===== config.mk =====
export PLATFORM = sky130hd
export DESIGN_NAME = sa_fault_bypass
export DESIGN_NICKNAME = d
export VERILOG_FILES = /design/src/rtl/sa_fault_bypass.sv
export SDC_FILE = /design/constraint.sdc
export NUM_CORES = 1
export LEC_CHECK = 0
export BUFFER_PORTS_ARGS = -buffer_cell sky130_fd_sc_hd__buf_2
export CAP_MARGIN = 20
export CORE_MARGIN = 2
export CORE_UTILIZATION = 45
export CTS_CLUSTER_DIAMETER = 200
export DETAILED_ROUTE_END_ITERATION = 6
export PLACE_DENSITY = 0.64
export SYNTH_ARGS = -nofsm -noshare
export SYNTH_HDL_FRONTEND = slang
export SYNTH_SLANG_ARGS = --single-unit

===== constraint.sdc =====
create_clock -name clk -period 6.2 [get_ports clk]
set_input_delay 1.86 -clock clk [delete_from_list [all_inputs] [get_ports clk]]
set_output_delay 1.86 -clock clk [all_outputs]
set_load 0.01 [all_outputs]

===== src/rtl/sa_fault_bypass.sv =====
module sa_fault_bypass #(
  parameter int NVC = 4,
  localparam int VCW = $clog2(NVC),
  localparam int NP = 5,
  localparam int PW = 3
) (
  input  logic              clk,
  input  logic              rst_n,
  input  logic [NP*NVC-1:0] req,
  input  logic [NP*NVC*PW-1:0] route,
  input  logic [NP*VCW-1:0] dflt_cfg,
  input  logic [NP-1:0]     arb_flt,
  input  logic [NP-1:0]     line_flt,
  output logic [NP-1:0]     nom_vld,
  output logic [NP*VCW-1:0] nom_vc,
  output logic [NP-1:0]     gnt_vld,
  output logic [NP-1:0]     out_vld,
  output logic [NP*PW-1:0]  out_src,
  output logic [NP-1:0]     xfer_vld,
  output logic [NP*VCW-1:0] xfer_src,
  output logic [NP*VCW-1:0] xfer_dst
);

  logic [NP-1:0]     arb_q, line_q;
  logic [NP*VCW-1:0] dreg_q;
  logic [VCW-1:0]    ptr1_q [NP];
  logic [PW-1:0]     ptr2_q [NP];

  logic [NP-1:0]     cv, car, xv, gn, ov;
  logic [VCW-1:0]    cvc [NP];
  logic [VCW-1:0]    xs [NP];
  logic [VCW-1:0]    dflt [NP];
  logic [PW-1:0]     dst [NP];
  logic [PW-1:0]     os [NP];

  for (genvar g = 0; g < NP; g++) begin : g_port
    assign dflt[g] = dreg_q[g*VCW +: VCW];
    assign dst[g]  = route[(g*NVC + int'(cvc[g]))*PW +: PW];
  end

  always_comb begin
    for (int p = 0; p < NP; p++) begin
      cv[p]  = 1'b0;
      cvc[p] = '0;
      xv[p]  = 1'b0;
      xs[p]  = '0;
      if (arb_q[p]) begin
        if (req[p*NVC + int'(dflt[p])]) begin
          cv[p]  = 1'b1;
          cvc[p] = dflt[p];
        end else begin
          for (int v = NVC-1; v >= 0; v--)
            if (req[p*NVC + v]) begin
              xv[p] = 1'b1;
              xs[p] = VCW'(v);
            end
        end
      end else begin
        for (int k = NVC-1; k >= 0; k--)
          if (req[p*NVC + (int'(ptr1_q[p]) + k) % NVC]) begin
            cv[p]  = 1'b1;
            cvc[p] = VCW'((int'(ptr1_q[p]) + k) % NVC);
          end
      end
    end
  end

  always_comb begin
    car = '0;
    for (int p = 0; p < 4; p++)
      if (!line_q[p]) begin
        if (cv[p])                         car[p] = 1'b1;
        else if (cv[p^1] && line_q[p^1])   car[p^1] = 1'b1;
      end
    if (!line_q[4]) begin
      if (cv[4])                               car[4] = 1'b1;
      else if (&line_q[1:0] && |cv[1:0])       car[cv[0] ? 0 : 1] = 1'b1;
      else if (&line_q[3:2] && |cv[3:2])       car[cv[2] ? 2 : 3] = 1'b1;
    end
  end

  always_comb begin
    gn = '0;
    ov = '0;
    for (int o = 0; o < NP; o++) begin
      os[o] = '0;
      for (int k = NP-1; k >= 0; k--) begin
        int s;
        s = (int'(ptr2_q[o]) + k) % NP;
        if (car[s] && dst[s] == PW'(o)) begin
          ov[o] = 1'b1;
          os[o] = PW'(s);
        end
      end
      if (ov[o]) gn[os[o]] = 1'b1;
    end
  end

  always_ff @(posedge clk or negedge rst_n) begin
    if (!rst_n) begin
      arb_q    <= '0;
      line_q   <= '0;
      dreg_q   <= '0;
      nom_vld  <= '0;
      nom_vc   <= '0;
      gnt_vld  <= '0;
      out_vld  <= '0;
      out_src  <= '0;
      xfer_vld <= '0;
      xfer_src <= '0;
      xfer_dst <= '0;
      for (int p = 0; p < NP; p++) begin
        ptr1_q[p] <= '0;
        ptr2_q[p] <= '0;
      end
    end else begin
      arb_q    <= arb_flt;
      line_q   <= line_flt;
      nom_vld  <= car;
      gnt_vld  <= gn;
      out_vld  <= ov;
      xfer_vld <= xv;
      for (int p = 0; p < NP; p++) begin
        if (!arb_q[p]) dreg_q[p*VCW +: VCW] <= dflt_cfg[p*VCW +: VCW];
        nom_vc[p*VCW +: VCW]   <= car[p] ? cvc[p] : '0;
        xfer_src[p*VCW +: VCW] <= xv[p] ? xs[p] : '0;
        xfer_dst[p*VCW +: VCW] <= xv[p] ? dflt[p] : '0;
        out_src[p*PW +: PW]    <= os[p];
        if (ov[p])
          ptr2_q[p] <= (os[p] == PW'(NP-1)) ? '0 : os[p] + PW'(1);
        if (gn[p] && !arb_q[p])
          ptr1_q[p] <= (cvc[p] == VCW'(NVC-1)) ? '0 : cvc[p] + VCW'(1);
      end
    end
  end

endmodule


==> impl_results.md <==
* Post-synth ARST share at 100%
* CTS root buf: clkbuf_16
* CP max stage cell: o32ai_1
* Clock buffer depth at 2
* EDFF count, synth at 0
* Die height at approximately 180 um
* CTS Buf Count at 9
* Final Wtd Congestion at roughly 1.0
* GR Overflow Total at 0
* Hold_sp: dreg_q[5]
* Wire per inst at just under 20 um
* Clock Sinks at 110
* H-Tree Depth at 3
* Crit path from: req[17]
* Die Width at between 150 and 200 um
* Vias per cell at between 6 and 7
* Port Buffer Count at 166
* N_diodes at 0
* Register bit total from synthesis at between 100 and 150
* Predominant post-synthesis flop cell: dfrtp_1
* Maximum clock frequency at approximately 160 MHz
* Yosys warnings at 0
* Delay-heaviest family, CP: compound AO/OA/AOI/OAI gates
* Final Setup Violations at 0
* Slew margin rel. at between 30% and 40%
* Yosys cell types at 116
* Crit. End Element: flop
* I/O pin count at between 150 and 200
* Fillers at 2,958
* Worst r2r src: ptr2_q[9]
* Syn Area/Cell at a little under 8 um2
* Initial DRT Pass Iterations at 6
* Largest net degree at the start of global routing at 67
* Vias in the first global route at ~14,000
* CTS tree: yes
* Worst-Margin Slew at approximately 0.90 ns
* Most frequent cell after synthesis: nor2_1
* Critical setup path kind: in2reg
* Slowest stage delay, CP at around 0.55 ns
* Antenna violations before repair at 0
* Post-DRT Antenna Nets at 0
* Clock Pin Slew Worst Setup and Hold Paths at ~0.08 ns
* Skew final at around 0.016 ns
* CP bufs+invs at 3
* RSZ-0062 raised after global routing: yes
* Mapped Nets at 1,990
* Period utilization at between 90% and 100%
* Routed WL at between 40,000 and 50,000 um
* CP startpoint kind: input pin
* Die ar. at approximately 33,000 um2
* Post-synth top area share at between 10% and 20%
* GRT Util Overall at between 20% and 30%
* Crit-path cells: buf_2 > mux2_2 > o32ai_1 > buf_4 > nor3_1 > or2_0 > nor4_1 > buf_4 > nor2_1 > o221ai_1 > nor2b_1 > o31ai_1 > a41oi_2 > nor2_1 > o41ai_2 > mux2_2
* Clock latency on the worst-skew pair at about 0.37 ns
* Most common library cells after synthesis: 162 x nor2_1, 154 x nand2_1, 116 x ha_1
* CP required at between 6 and 7 ns
* Global-route wire length before repair at about 75,000 um
* Core Rows at 64
* Half-perimeter wire length after placement at ~38,000 um
* DR vias at roughly 15,000
* Sequential element share of the synthesized area at between 10% and 20%
* Initial drt markers at around 1,400
* Final Hold Slack at roughly 0.58 ns
* Hold/Removal Path Class: reg2reg
* Crit Path Max Fanout at 8
* Cell taking the most area after synthesis: dfrtp_1
* Hold_buf cts at 0
* Core area at 30,600 um2
* Status: finished, final reports clean
* Final Net Count at around 2,300
* Synth area leaders: dfrtp_1 20%, ha_1 10%, nor2_1 4.3%
* Syn Inst Count at ~1,800
* Layout area overhead at 18.1%
* Share of layout cells above drive strength 1 at 21.7%
* DRC at 0
* Max Cap Violations at 0
* Starting Density at between 40% and 50%
* Tmin final at 6.06 ns
* Worst Path Arrival at approximately 6.3 ns
* Fin. max-slew vios at 0
* Netlist Area Pre-Place at 14,000 um2
* Hold Fails Final Rpt at 0
-- state kept, by name, indices dropped and copies added, names as in the netlist --
register and count:
xfer_vld 5, xfer_dst 10, xfer_src 10, dreg_q 10, gnt_vld 5, arb_q 5, ptr2_q 15, ptr1_q 10
line_q 5, out_src 15, nom_vld 5, nom_vc 10, out_vld 5
-- what timing repair did --
item | in CTS | in global routing
gates resized for setup | 0 | 2
endpoints found under the hold margin | 0 | 0
setup buffers | 0 | 0
endpoints found under the setup margin | 0 | 7
-- area by class of cell --
type	instances	area, um2	share of cell area, %
multi-input combinational	1483	10600	64.0
sequential	110	2750	16.7
timing repair buffer	310	1930	11.7
tap	396	495	3.00
inverter	120	450	2.73
clock buffer	10	239	1.45
clock inverter	6	81.3	0.492
-- stage by stage --
| stage | instance area, um2 | cells | worst slack (ns) | setup TNS (ns) | utilization [%] |
|---|---|---|---|---|---|
| finish | 16500 | 2435 | 0.135 | 0 | 54.0 |
| global route | 16500 | 2435 | -0.00422 | -0.00606 | 54.0 |
| CTS | 16500 | 2435 | 0.0770 | 0 | 53.9 |
| detailed placement | 16200 | 2419 | -0.276 | -1.54 | 52.9 |
| global placement | 16200 | 2419 | -0.202 | -0.943 | 52.9 |
| floorplan | 14000 | 1770 | 0.357 | 0 | - |
-- worst register-to-register path, cell delays in order, from the launching register on --
cell      delay, ns
dfrtp_1        0.35
inv_1          0.06
buf_4          0.20
ha_1           0.32
inv_1          0.12
ha_1           0.25
nor2_1         0.14
a21oi_1        0.10
xnor2_1        0.32
ha_1           0.26
nand2b_1       0.10
o311ai_0       0.10
a31oi_1        0.19
xnor2_1        0.68
mux2_2         0.43
nor2_1         0.10
o22ai_1        0.09
or3b_2         0.47
o2111a_1       0.16
o32ai_1        0.49
buf_4          0.22
inv_1          0.06
nor2_1         0.17
a31oi_1        0.15
mux2_2         0.30
-- cell families (layout without fill, tap and decap cells) --
family / Yosys count / after routing / share of synthesized area [%]
AND/OR/NAND/NOR: 715 / 715 / 26.8
AO/OA/AOI/OAI: 486 / 486 / 25.8
buffers and inverters: 177 / 446 / 4.88
adder cells (fa/ha/maj): 118 / 118 / 10.7
flip-flops: 110 / 110 / 19.7
multiplexers: 99 / 99 / 8.13
XOR/XNOR: 65 / 65 / 4.07
-- layer usage --
metal,wire (um),share of wire [%],global-route usage (%)
met5,0,0,0
met2,19800,42,42.6
met4,1230,2.6,8.39
met3,3430,7.3,4.06
met1,22400,48,41.5
-- layout by cell type (no fill, tap or decap), types with 29 or more instances in the layout --
cell type  Yosys  routed
nor3_1        59      59
o21ai_0       79      79
nand2_1      154     154
xnor2_1       60      59
buf_2         10     165
a21oi_1       93      93
a31oi_1       29      29
nand2b_1      55      55
nor2b_1       29      29
dfrtp_1      110     110
nand3_1       56      56
nor2_1       162     162
nor4_1        32      32
buf_4          1     144
inv_1        109     109
ha_1         116     116
mux2i_1       48      48
mux2_2        41      41
-- path summary, 6_finish.rpt --
check	end	slack, ns	depth (start not counted)
min in group asynchronous	out_vld[4]	1.57	1
max in group asynchronous	ptr2_q[7]	3.45	2
min	xfer_dst[5]	0.58	1
max reg2reg	ptr1_q[1]	0.27	24
min reg2reg	xfer_dst[5]	0.58	1
max	ptr1_q[3]	0.14	16
Power is not shown: default switching activity piles up to over one toggle a cycle in this logic, so the estimate is an artifact.
